<file path="src/rtl/rastirq_pkg.sv">
package rastirq_pkg;
    // Control byte, low nibble: bit 3 line enable, bit 2 line mode,
    // bit 1 pen enable, bit 0 pen mode.
    typedef struct packed {
        logic line_en;
        logic line_hold;
        logic pen_en;
        logic pen_hold;
    } irq_ctrl_t;

    localparam int CTRL_W = $bits(irq_ctrl_t);
endpackage

</file>
<file path="src/rtl/rastirq_regs.sv">
module rastirq_regs
    import rastirq_pkg::*;
#(
    parameter int ADDR_W = 8,
    parameter int DATA_W = 8,
    parameter int VPOS_W = 8,
    parameter logic [ADDR_W-1:0] ADDR_VEC  = 'h0D,
    parameter logic [ADDR_W-1:0] ADDR_CTRL = 'h0E,
    parameter logic [ADDR_W-1:0] ADDR_LINE = 'h0F
) (
    input  logic              clk,
    input  logic              rst_n,
    input  logic              wr_en,
    input  logic [ADDR_W-1:0] addr,
    input  logic [DATA_W-1:0] wdata,
    output logic [DATA_W-1:0] vec_o,
    output logic [VPOS_W-1:0] line_o,
    output irq_ctrl_t         ctrl_o,
    output logic              ctrl_wr_o
);
    typedef struct packed {
        logic [DATA_W-1:0] vec;
        logic [VPOS_W-1:0] line;
        irq_ctrl_t         ctrl;
    } regs_t;

    regs_t r_d, r_q;

    always_comb begin
        r_d = r_q;
        if (wr_en) begin
            if (addr == ADDR_VEC)  r_d.vec  = wdata;
            if (addr == ADDR_LINE) r_d.line = wdata[VPOS_W-1:0];
            if (addr == ADDR_CTRL) r_d.ctrl = irq_ctrl_t'(wdata[CTRL_W-1:0]);
        end
    end

    always_ff @(posedge clk) begin
        if (!rst_n) r_q <= '0;
        else        r_q <= r_d;
    end

    assign vec_o     = r_q.vec;
    assign line_o    = r_q.line;
    assign ctrl_o    = r_q.ctrl;
    assign ctrl_wr_o = wr_en && (addr == ADDR_CTRL);
endmodule

</file>
<file path="src/rtl/rastirq_arb.sv">
module rastirq_arb (
    input  logic clk,
    input  logic rst_n,
    input  logic line_hit,
    input  logic pen_hit,
    input  logic iack,
    input  logic ctrl_wr,
    input  logic line_hold,
    input  logic pen_hold,
    output logic line_pend_o,
    output logic pen_pend_o
);
    typedef struct packed {
        logic line_pend;
        logic pen_pend;
    } arb_t;

    arb_t a_d, a_q;
    logic serve_pen, serve_line;

    always_comb begin
        serve_pen  = iack && a_q.pen_pend;
        serve_line = iack && a_q.line_pend && !a_q.pen_pend;
        a_d = a_q;
        if (ctrl_wr) begin
            a_d.pen_pend  = 1'b0;
            a_d.line_pend = 1'b0;
        end else begin
            if (serve_pen && !pen_hold)   a_d.pen_pend  = 1'b0;
            if (serve_line && !line_hold) a_d.line_pend = 1'b0;
        end
        if (pen_hit)  a_d.pen_pend  = 1'b1;
        if (line_hit) a_d.line_pend = 1'b1;
    end

    always_ff @(posedge clk) begin
        if (!rst_n) a_q <= '0;
        else        a_q <= a_d;
    end

    assign line_pend_o = a_q.line_pend;
    assign pen_pend_o  = a_q.pen_pend;


    pen_first_chk: assert property (@(posedge clk) disable iff (!rst_n)
        (iack && pen_pend_o && line_pend_o && !ctrl_wr) |=> line_pend_o);


    mode_clear_chk: assert property (@(posedge clk) disable iff (!rst_n)
        (iack && pen_pend_o && !pen_hold && !pen_hit) |=> !pen_pend_o);


    mode_hold_chk: assert property (@(posedge clk) disable iff (!rst_n)
        (iack && pen_pend_o && pen_hold && !ctrl_wr) |=> pen_pend_o);
endmodule

</file>
<file path="src/rtl/rastirq_penlat.sv">
module rastirq_penlat #(
    parameter int VPOS_W = 8,
    parameter int HPOS_W = 8
) (
    input  logic              clk,
    input  logic              rst_n,
    input  logic              pen_hit,
    input  logic              pen_pend,
    input  logic [VPOS_W-1:0] vcount,
    input  logic [HPOS_W-1:0] hcount,
    output logic [VPOS_W-1:0] vpos_o,
    output logic [HPOS_W-1:0] hpos_o
);
    typedef struct packed {
        logic [VPOS_W-1:0] v;
        logic [HPOS_W-1:0] h;
    } pos_t;

    pos_t p_d, p_q;

    always_comb begin
        p_d = p_q;
        if (pen_hit && !pen_pend) begin
            p_d.v = vcount;
            p_d.h = hcount;
        end
    end

    always_ff @(posedge clk) begin
        if (!rst_n) p_q <= '0;
        else        p_q <= p_d;
    end

    assign vpos_o = p_q.v;
    assign hpos_o = p_q.h;


    pos_hold_chk: assert property (@(posedge clk) disable iff (!rst_n)
        pen_pend |=> ($stable(vpos_o) && $stable(hpos_o)));


    pos_capture_chk: assert property (@(posedge clk) disable iff (!rst_n)
        (pen_hit && !pen_pend) |=> (vpos_o == $past(vcount)));
endmodule

</file>
<file path="src/rtl/rastirq_unit.sv">
module rastirq_unit
    import rastirq_pkg::*;
#(
    parameter int ADDR_W = 8,
    parameter int DATA_W = 8,
    parameter int VPOS_W = 8,
    parameter int HPOS_W = 8,
    parameter logic [ADDR_W-1:0] ADDR_VEC  = 'h0D,
    parameter logic [ADDR_W-1:0] ADDR_CTRL = 'h0E,
    parameter logic [ADDR_W-1:0] ADDR_LINE = 'h0F
) (
    input  logic              clk,
    input  logic              rst_n,
    input  logic              wr_en,
    input  logic              rd_en,
    input  logic [ADDR_W-1:0] addr,
    input  logic [DATA_W-1:0] wdata,
    output logic [DATA_W-1:0] rdata,
    input  logic              line_start,
    input  logic [VPOS_W-1:0] vcount,
    input  logic [HPOS_W-1:0] hcount,
    input  logic              pen_strobe,
    input  logic              iack,
    output logic              irq_n,
    output logic              vec_oe,
    output logic [DATA_W-1:0] vec_out
);
    logic [DATA_W-1:0] vec_q;
    logic [VPOS_W-1:0] line_q;
    irq_ctrl_t         ctrl_q;
    logic              ctrl_wr;
    logic              line_hit, pen_hit;
    logic              line_pend, pen_pend;
    logic [VPOS_W-1:0] vpos_q;
    logic [HPOS_W-1:0] hpos_q;

    rastirq_regs #(
        .ADDR_W(ADDR_W), .DATA_W(DATA_W), .VPOS_W(VPOS_W),
        .ADDR_VEC(ADDR_VEC), .ADDR_CTRL(ADDR_CTRL), .ADDR_LINE(ADDR_LINE)
    ) u_regs (
        .clk(clk), .rst_n(rst_n), .wr_en(wr_en), .addr(addr), .wdata(wdata),
        .vec_o(vec_q), .line_o(line_q), .ctrl_o(ctrl_q), .ctrl_wr_o(ctrl_wr)
    );

    always_comb begin
        line_hit = line_start && ctrl_q.line_en && (vcount == line_q);
        pen_hit  = pen_strobe && ctrl_q.pen_en;
    end

    rastirq_arb u_arb (
        .clk(clk), .rst_n(rst_n), .line_hit(line_hit), .pen_hit(pen_hit),
        .iack(iack), .ctrl_wr(ctrl_wr), .line_hold(ctrl_q.line_hold),
        .pen_hold(ctrl_q.pen_hold), .line_pend_o(line_pend), .pen_pend_o(pen_pend)
    );

    rastirq_penlat #(.VPOS_W(VPOS_W), .HPOS_W(HPOS_W)) u_penlat (
        .clk(clk), .rst_n(rst_n), .pen_hit(pen_hit), .pen_pend(pen_pend),
        .vcount(vcount), .hcount(hcount), .vpos_o(vpos_q), .hpos_o(hpos_q)
    );

    always_comb begin
        rdata = '0;
        if (rd_en) begin
            if (addr == ADDR_CTRL)      rdata = DATA_W'(vpos_q);
            else if (addr == ADDR_LINE) rdata = DATA_W'(hpos_q);
        end
        irq_n   = !(line_pend || pen_pend);
        vec_oe  = iack;
        vec_out = iack ? vec_q : '0;
    end


    line_raise_chk: assert property (@(posedge clk) disable iff (!rst_n)
        line_hit |=> !irq_n);


    ctrl_clear_chk: assert property (@(posedge clk) disable iff (!rst_n)
        (ctrl_wr && !line_hit && !pen_hit) |=> irq_n);


    ack_new_event_chk: assert property (@(posedge clk) disable iff (!rst_n)
        (iack && pen_hit) |=> !irq_n);
endmodule

</file>
<file path="config.mk">
export PLATFORM = sky130hd
export DESIGN_NAME = rastirq_unit
export DESIGN_NICKNAME = d
export VERILOG_FILES = /design/src/rtl/rastirq_pkg.sv /design/src/rtl/rastirq_regs.sv /design/src/rtl/rastirq_arb.sv /design/src/rtl/rastirq_penlat.sv /design/src/rtl/rastirq_unit.sv
export SDC_FILE = /design/constraint.sdc
export NUM_CORES = 1
export LEC_CHECK = 0
export ABC_AREA = 1
export BUFFER_PORTS_ARGS = -buffer_cell sky130_fd_sc_hd__buf_2
export CAP_MARGIN = 20
export CORE_ASPECT_RATIO = 1.5
export CORE_MARGIN = 2
export CORE_UTILIZATION = 50
export DETAILED_ROUTE_END_ITERATION = 16
export PLACE_DENSITY = 0.78
export SETUP_SLACK_MARGIN = 0.02
export SKIP_CTS_REPAIR_TIMING = 1
export SLEW_MARGIN = 20
export SYNTH_ARGS = -nofsm -noshare
export SYNTH_HDL_FRONTEND = slang
export SYNTH_SLANG_ARGS = --single-unit
</file>
<file path="constraint.sdc">
create_clock -name clk -period 1.3 [get_ports clk]
set_input_delay 0.195 -clock clk [delete_from_list [all_inputs] [get_ports clk]]
set_output_delay 0.195 -clock clk [all_outputs]
set_load 0.005 [all_outputs]
</file>
==> results.yml, run 1 <==
synthesis:
  netlist_instances: 263
  yosysWarnings: 0
  syn-mean-instance-area_um2: 6.99
  ys_seq_elements: 38
  syn_area_um2: 1840
  ys_seq_area_share_pct: 41.4
  synth_cell_types: 26
  synth_nets: 302
sta:
  fmax_mhz: 737
  rsz0062_at_grt: "yes"
  max_slew_margin_pct: 73.3
  post-route-period-util_pct: 104
  min_period_ns: 1.36
  maxSlewViolCount: 0
  hold_violations: 0
  setup_viol: 8
  skew_ns: 0.00244
  fin_ws_ns: -0.0575
  worst_pin_slew_ns: 0.401
setup_path:
  path_buf_inv: 3
  cp_top_family: "simple AND/OR/NAND/NOR gates"
  worst_ep_arrival_time_ns: 1.16
  crit_type: "input port to output pin"
  crit_path_end_kind: "output pin"
  worstPathRequired_ns: 1.11
  crit_slowest_cell: "nor3_4"
  critPathMaxStageDelay_ns: 0.18
  path_cells: "buf_6, nor2_4, nand3_4, nor3_4, buf_6, nand2_1, a21oi_2, buf_2"
  cp-start-kind: "input port"
  worst-path-max-fanout: 8
  path_common_cell: "buf_6"
power_and_ir_drop:
  p_leak_uw: 0.00112
  p_clk_share_pct: 42.0
  net-switching-power_uw: 527
  irDropWorstVdd_uv: 744
  pwr_density_cell_nw_per_um2: 990
  p_comb_share_pct: 8.1
  pwr-share-seq_pct: 49.9
  p_sw_share_pct: 22.6
  p_int_uw: 1810
finish:
  final_cell_area_um2: 2360
  most-common-layout-cells: "54 x buf_2, 46 x nand2_1, 45 x nor2_1, 38 x dfxtp_1"
  nNetsFinal: 364
  drive_gt1_share_pct: 28.8
  areaGrowthSynthToFinish_pct: 28.4
  register_area_um2: 761
  multiInputGateArea_um2: 935
  n_antenna_cell: 0
  final_common_cell: "buf_2"
  layout.cells.non_filler: 369
  nFillCells: 357
global_routing:
  grt_antenna_before_repair: 0
  grt_pass1_vias: 1662
  grt-ovfl-total: 0
  grt_usage_pct: 21.6
  grt_pass1_wl_mm: 6.80
  grt_max_degree: 20
floorplan:
  io_pins: 57
  fp.dieW_um: 53.5
  coreArea_um2: 3580
  dieArea_um2: 4190
  die-height_um: 78.3
  start_util_pct: 51.3
  rows: 27
hold_path:
  hp-class: "input port to register"
clock_network:
  htreeDepth: 2
  cts_root_buf: "clkbuf_8"
  cts.clk_slew.worst_paths_ns: 0.07
  cts_buffer_depth: 2
  cts.sink_count: 38
  clk_latency_ns: 0.29
  numCtsBuffers: 5
  cts_tree: "yes"
place:
  post-place-cells: 361
  dp_hpwl_mm: 3.15
  place_congestion: 0.759
  place_area_um2: 2180
  io_buffers: 56
route:
  viasPerCell: 5.07
  highest_layer: "met4"
  wl_mm: 4.23
  avgRoutedWirePerCell_um: 11.5
  dr_wl_met2_mm: 2.23
  drtPass1Iterations: 4
  drc: 0
  postRouteAntennaNets: 0
  drt-initial-drc-count: 28
  vias: 1870
  wl_met1_mm: 1.67
  met3_length_um: 276
run_status:
  violations: "setup timing"
  outcome: "finished, violations left"
job:
  maxCapViolations: 0
[state kept, by name (all words and copies together) (netlist names)]
register / flops
u_arb.pen_pend_o: 1
u_regs.vec_o: 8
u_regs.line_o: 8
u_regs.ctrl_o: 4
u_penlat.hpos_o: 8
u_penlat.vpos_o: 8
u_arb.line_pend_o: 1
[routing by layer]
metal	up-vias	global-route usage [%]
met5	-	0
met4	0	8.21
met3	6	5.70
met2	61	41.0
met1	835	20.8
li1	968	-
[synth_stat cells, drive strengths merged]
cell | number | area share (%)
xnor2 | 2 | 0.95
nor3 | 2 | 1.4
nand3 | 12 | 4.5
buf | 6 | 3.3
clkinv | 2 | 0.48
dfxtp | 38 | 41
a21oi | 33 | 9.0
clkbuf | 6 | 1.3
nand4 | 10 | 3.4
nand2 | 51 | 11
nor2 | 47 | 10
a31oi | 1 | 0.34
o21ai | 24 | 6.5
xor2 | 2 | 0.95
inv | 27 | 5.5
[per-stage QoR]
step                      worst slack, ns  hold slack (ns)  power, uW  util [%]  TNS, ns
after CTS                         -0.0706            0.114       2360      64.0   -0.277
after global routing               -0.164            0.146       2410      65.9    -1.15
after global placement            -0.0208            0.414       1370      61.0   -0.115
after floorplan                     0.146            0.330       1270         -        0
after detailed placement          -0.0601            0.423       1370      61.0   -0.203
final                             -0.0575            0.124       2340      65.9   -0.356
[worst min-delay path, cell delays in order]
cell    delay [ns]
buf_2         0.07
nor2_1        0.03
nor2_1        0.08
[path summary, 6_finish.rpt]
kind / startpoint / endpoint / slack [ns] / depth (start not counted)
worst max-delay path: addr[4] / rdata[3] / -0.06 / 8
worst min-delay path: hcount[4] / u_penlat.hpos_o[4] / 0.12 / 3
worst max register to register: u_regs.ctrl_o[1] / u_penlat.vpos_o[5] / 0.23 / 5
worst min register to register: u_regs.ctrl_o[1] / u_regs.ctrl_o[1] / 0.47 / 2
[area by class of cell]
class                   instances  area share [%]
multi-input cells             184            39.6
flip-flops and latches         38            32.2
clock buffers                   5            2.92
repair buffers                 67            16.6
clock inverters                 3            1.70
well taps                      43            2.28
inverters                      29            4.67
[cells by family after synthesis]
family | share of synthesized area (%)
XOR/XNOR | 1.91
flip-flops | 41.4
AND/OR/NAND/NOR | 30.3
buffers and inverters | 10.6
AO/OA/AOI/OAI | 15.9
[power by group through the flow]
| stage | clock network [uW] | logic (uW) | registers (uW) |
|---|---|---|---|
| floorplan | 0 | 80.9 | 1190 |
| global placement | 0 | 174 | 1190 |
| detailed placement | 0 | 177 | 1190 |
| CTS | 1010 | 178 | 1160 |
| global route | 1040 | 206 | 1160 |
| finish | 981 | 189 | 1170 |
Power figures use the tool's default switching activity.
==> inputs of run 2 (changes only) <==
--- a/config.mk
+++ b/config.mk
@@ -10,9 +10,9 @@
 export CAP_MARGIN = 20
 export CORE_ASPECT_RATIO = 1.5
 export CORE_MARGIN = 2
-export CORE_UTILIZATION = 50
+export CORE_UTILIZATION = 54
 export DETAILED_ROUTE_END_ITERATION = 16
-export PLACE_DENSITY = 0.78
+export PLACE_DENSITY = 0.84
 export SETUP_SLACK_MARGIN = 0.02
 export SKIP_CTS_REPAIR_TIMING = 1
 export SLEW_MARGIN = 20
==> constraint.sdc (replaced) <==
create_clock -name clk -period 1.61 [get_ports clk]
set_input_delay 0.2415 -clock clk [delete_from_list [all_inputs] [get_ports clk]]
set_output_delay 0.2415 -clock clk [all_outputs]
set_load 0.005 [all_outputs]
==> run 2 against run 1 <==
Against the previous run:
- critical path type unchanged
- final area down 6.1%
- worst hold slack better by 0.047 ns
- global-route usage increased by 1.1 points
- critical endpoint unchanged
- the flow now finishes without violations
- clock power shrank 32%
- sequential share of layout area up 2.1 points
- combinational power down 30%
- clock skew grew 0.0020 ns
==> results.yml, run 2 (same netlist as run 1, synthesis figures left out) <==
place:
  pre_cts_slack_ns: 0.138
  post-place-cells: 354
  dp_hpwl_mm: 3.09
  io_buffers: 56
  place_congestion: 0.762
route:
  viasPerCell: 5.02
  drc: 0
  drtPass1Iterations: 4
  vias: 1817
  wl_mm: 4.11
  avgRoutedWirePerCell_um: 11.4
  postRouteAntennaNets: 0
  drt-initial-drc-count: 45
setup_path:
  path_buf_inv: 4
  cp-start-kind: "input port"
  worst_ep_arrival_time_ns: 1.23
  crit_slowest_cell: "buf_4"
  crit_path_end_kind: "output pin"
  rr_startpoint: "u_regs.ctrl_o[1]"
  worst-path-max-fanout: 11
  critPathLaunch: "addr[3]"
  critPathMaxStageDelay_ns: 0.21
  worstPathRequired_ns: 1.37
  rr_endpoint: "u_penlat.hpos_o[4]"
  worstRegToRegCells: 5
  cp_top_family: "buffers and inverters"
  crit_type: "input port to output pin"
  r2r_slack_ns: 0.52
  path_cells: "buf_2, nand2_2, inv_1, nand2_2, nor2_1, buf_4, nand3_1, a21oi_1, buf_2"
sta:
  skew_ns: 0.00446
  min_period_ns: 1.47
  max_slew_margin_pct: 72.8
  hold_violations: 0
  fin_ws_ns: 0.135
  setup_viol: 0
  worst_pin_slew_ns: 0.407
  finalHoldWorstSlack_ns: 0.171
  post-route-period-util_pct: 91.6
  finalSetupTns_ns: 0
  fmax_mhz: 678
  maxSlewViolCount: 0
  rsz0062_at_grt: "no"
finish:
  nNetsFinal: 358
  areaGrowthSynthToFinish_pct: 20.6
  drive_gt1_share_pct: 24.7
  nFillCells: 310
  final_common_cell: "buf_2"
  n_antenna_cell: 0
  finish.utilization_pct: 66.8
  most-common-layout-cells: "56 x buf_2, 48 x nand2_1, 45 x nor2_1, 38 x dfxtp_1, 33 x a21oi_1"
  layout.cells.non_filler: 362
global_routing:
  grt_max_degree: 20
  grt_pass1_wl_mm: 6.79
  grt_pass1_vias: 1638
  grt_usage_pct: 22.7
  grt_antenna_before_repair: 0
  grt-ovfl-total: 0
power_and_ir_drop:
  irDropWorstVdd_uv: 708
  pwr_density_cell_nw_per_um2: 785
  p_leak_uw: 0.00105
floorplan:
  io_pins: 57
  rows: 26
  coreArea_um2: 3320
  die-height_um: 75.5
  fp.dieW_um: 51.6
  start_util_pct: 55.4
  dieArea_um2: 3900
run_status:
  outcome: "finished, final reports clean"
clock_network:
  htreeDepth: 2
  cts.sink_count: 38
  numCtsBuffers: 5
  cts_root_buf: "clkbuf_8"
  cts_tree: "yes"
  clk_latency_ns: 0.28
  cts_buffer_depth: 2
  cts.clk_slew.worst_paths_ns: 0.07
hold_path:
  holdPathStages: 3
  hold_start: "hcount[6]"
  hp-class: "input port to register"
  whs_endpoint: "u_penlat.hpos_o[6]"
job:
  maxCapViolations: 0
[run 2: metal layers]
| metal | global-route usage [%] | vias to the layer above | share of wire (%) |
|---|---|---|---|
| li1 | - | 957 | - |
| met4 | 7.02 | 0 | 1.6 |
| met5 | 0 | - | 0 |
| met3 | 4.71 | 6 | 6.3 |
| met1 | 23.8 | 786 | 40 |
| met2 | 44.4 | 68 | 52 |
[run 2: worst max path at each step]
| stage | to | slack (ns) | depth (start not counted) |
|---|---|---|---|
| CTS | rdata[0] | 0.13 | 7 |
| finish | rdata[3] | 0.14 | 9 |
| global placement | rdata[3] | 0.20 | 8 |
| floorplan | rdata[0] | 0.36 | 7 |
| detailed placement | rdata[0] | 0.14 | 7 |
| global route | rdata[2] | 0.04 | 9 |
[run 2: tightest hold or removal path, stage by stage]
cell    delay [ns]
buf_2         0.07
nor2_1        0.03
nor2_1        0.08
[run 2: layout make-up]
cell class	instances	area, um2	share of cell area [%]
clock buffer	7	86.3	3.90
clock inverter	1	5.00	0.226
inverter	29	110	4.97
multi-input combinational	184	883	39.9
sequential	38	761	34.3
tap	42	52.6	2.37
timing repair buffer	61	318	14.3
[run 2: through the flow]
stage                     instance area [um2]  total power (uW)
final                                    2220              1740
after global routing                     2220              1800
after CTS                                2220              1750
after detailed placement                 2120              1090
after global placement                   2120              1090
after floorplan                          1840              1030
[run 2: where the power goes]
part	internal, uW	switching, uW
clock	345	320
sequential	940	0.614
combinational	52.2	80.2
==> inputs of run 3 (changes only) <==
--- a/config.mk
+++ b/config.mk
@@ -5,12 +5,11 @@
 export SDC_FILE = /design/constraint.sdc
 export NUM_CORES = 1
 export LEC_CHECK = 0
-export ABC_AREA = 1
 export BUFFER_PORTS_ARGS = -buffer_cell sky130_fd_sc_hd__buf_2
 export CAP_MARGIN = 20
 export CORE_ASPECT_RATIO = 1.5
 export CORE_MARGIN = 2
-export CORE_UTILIZATION = 54
+export CORE_UTILIZATION = 53
 export DETAILED_ROUTE_END_ITERATION = 16
 export PLACE_DENSITY = 0.84
 export SETUP_SLACK_MARGIN = 0.02
==> run 3 against run 2 <==
Against the previous run:
- count of clock-buffer cells in the layout did not move
- sequential share of layout area rose by 1.2 points
- synthesized cell count fell by 26%
- largest cell class unchanged
==> results.yml, run 3 <==
global_routing:
  grt-ovfl-total: 0
  grt_antenna_before_repair: 0
  grt_usage_pct: 22.4
  grt_pass1_wl_mm: 6.26
  grt_max_degree: 31
  grt_pass1_vias: 1446
floorplan:
  coreArea_um2: 3100
  die-height_um: 73.0
  io_pins: 57
  dieArea_um2: 3650
  fp.dieW_um: 50.0
  start_util_pct: 54.4
  rows: 25
synthesis:
  ys_seq_area_share_pct: 45.2
  async_flop_share_pct: 0
  ys.flop_type: "dfxtp_1"
  syn-mean-instance-area_um2: 8.68
  netlist_instances: 194
  ys_seq_elements: 38
  yosysWarnings: 0
  synth_nets: 233
  yosysMostFrequentCell: "nand2_1"
  yosysTopAreaCellShare_pct: 45.2
  synth_common_cells: "42 x nand2_1, 38 x dfxtp_1, 16 x a21boi_0"
  synth_edf_count: 0
  yosys.area.top_type: "dfxtp_1"
  syn_area_um2: 1680
  synth_cell_types: 27
  ys_top_cells_by_area: "dfxtp_1 45%, nand2_1 9.4%, a21boi_0 7.1%"
clock_network:
  cts_tree: "yes"
  numCtsBuffers: 5
  cts_root_buf: "clkbuf_8"
  cts.clk_slew.worst_paths_ns: 0.07
  htreeDepth: 2
  cts.sink_count: 38
  clk_latency_ns: 0.29
  cts_buffer_depth: 2
finish:
  nNetsFinal: 293
  final_cell_area_um2: 2140
  areaGrowthSynthToFinish_pct: 27.3
  n_antenna_cell: 0
  final_common_cell: "buf_2"
  drive_gt1_share_pct: 29.8
  most-common-layout-cells: "54 x buf_2, 42 x nand2_1, 38 x dfxtp_1, 16 x a21boi_0, 14 x nand3_1"
  nFillCells: 274
route:
  avgRoutedWirePerCell_um: 12.2
  drc: 0
  vias: 1513
  wl_mm: 3.61
  postRouteAntennaNets: 0
  viasPerCell: 5.13
  drtPass1Iterations: 4
  drt-initial-drc-count: 47
sta:
  maxSlewViolCount: 0
  post-route-period-util_pct: 97.3
  fin_ws_ns: 0.0440
  skew_ns: 0.00249
  hold_violations: 0
  max_slew_margin_pct: 81.3
  min_period_ns: 1.57
  rsz0062_at_grt: "yes"
  worst_pin_slew_ns: 0.281
  setup_viol: 0
  fmax_mhz: 639
power_and_ir_drop:
  p_leak_uw: 0.000875
  pwr_density_cell_nw_per_um2: 800
  irDropWorstVdd_uv: 660
  finalPower_uw: 1720
place:
  pre_cts_slack_ns: -0.0276
  place_congestion: 0.732
  dp_hpwl_mm: 2.71
  io_buffers: 56
  place_area_um2: 2020
setup_path:
  worst-path-max-fanout: 8
  worst_ep_arrival_time_ns: 1.32
  crit_path_end_kind: "output pin"
  worstPathRequired_ns: 1.37
  crit_type: "input port to output pin"
  cp-start-kind: "input port"
job:
  maxCapViolations: 0
hold_path:
  hp-class: "input port to register"
run_status:
  outcome: "finished, final reports clean"
## run 3: changes by cell type after synthesis, sizes merged, moves of 5 or more
cell and delta:
a22o +8, and2 +9, o21ai -12, a21boi +17, mux2i +8, xnor2 +6, nand4 -5, nor2b +9
a21oi -33, nand2 -9, inv -26, nor2 -41
## run 3: final cells by class
type | instances | area [um2] | area share [%]
clock buffer | 7 | 86.3 | 4.03
clock inverter | 1 | 5.00 | 0.234
tap | 40 | 50.0 | 2.34
sequential | 38 | 761 | 35.5
multi-input combinational | 144 | 868 | 40.5
inverter | 1 | 3.75 | 0.175
timing repair buffer | 64 | 369 | 17.2
## run 3: kinds of logic (layout without fill, tap and decap cells)
kind of cell	after synthesis	after routing	synth area share, %
and+or+nand+nor	90	90	26.4
AOI/OAI and AO/OA	38	38	15.9
xor gates and xnor gates	8	8	4.16
muxes	8	8	4.76
DFF	38	38	45.2
buffers and inverters	12	73	3.57
## run 3: per-stage QoR
| stage | hold slack (ns) | utilization (%) | instances | TNS (ns) |
|---|---|---|---|---|
| 2_1_floorplan | 0.376 | - | 194 | 0 |
| 3_3_place_gp | 0.446 | 65.3 | 286 | 0 |
| 3_5_place_dp | 0.461 | 65.3 | 286 | -0.169 |
| 4_1_cts | 0.197 | 68.3 | 294 | -0.190 |
| 5_1_grt | 0.197 | 69.2 | 295 | -0.150 |
| 6_report | 0.195 | 69.2 | 295 | 0 |
## run 3: per-layer routing
layer	global-route usage [%]	wire, um	vias to the layer above
met5	0	0	-
met4	8.33	57	0
met3	5.74	163	6
met2	41.1	1920	35
met1	24.2	1460	690
li1	-	-	782
## run 3: worst max-delay path: stages
cell and delay, ns:
buf_6 0.09, and4bb_2 0.29, nand4_1 0.19, nor2_2 0.17, buf_6 0.13, a22o_1 0.12, buf_2 0.10
## run 3: worst paths after layout
check	startpoint	endpoint	slack (ns)	cells past startpoint
max	addr[7]	rdata[2]	0.04	7
min	hcount[0]	u_penlat.hpos_o[0]	0.19	3
max reg2reg	u_regs.ctrl_o[1]	u_penlat.hpos_o[1]	0.44	4
min reg2reg	u_penlat.vpos_o[0]	u_penlat.vpos_o[0]	0.47	2
## run 3: power by group
| group | total, uW | internal [uW] | switching [uW] |
|---|---|---|---|
| clock | 656 | 345 | 311 |
| combinational | 119 | 63.2 | 55.3 |
| sequential | 941 | 940 | 0.430 |
| total | 1720 | 1350 | 367 |
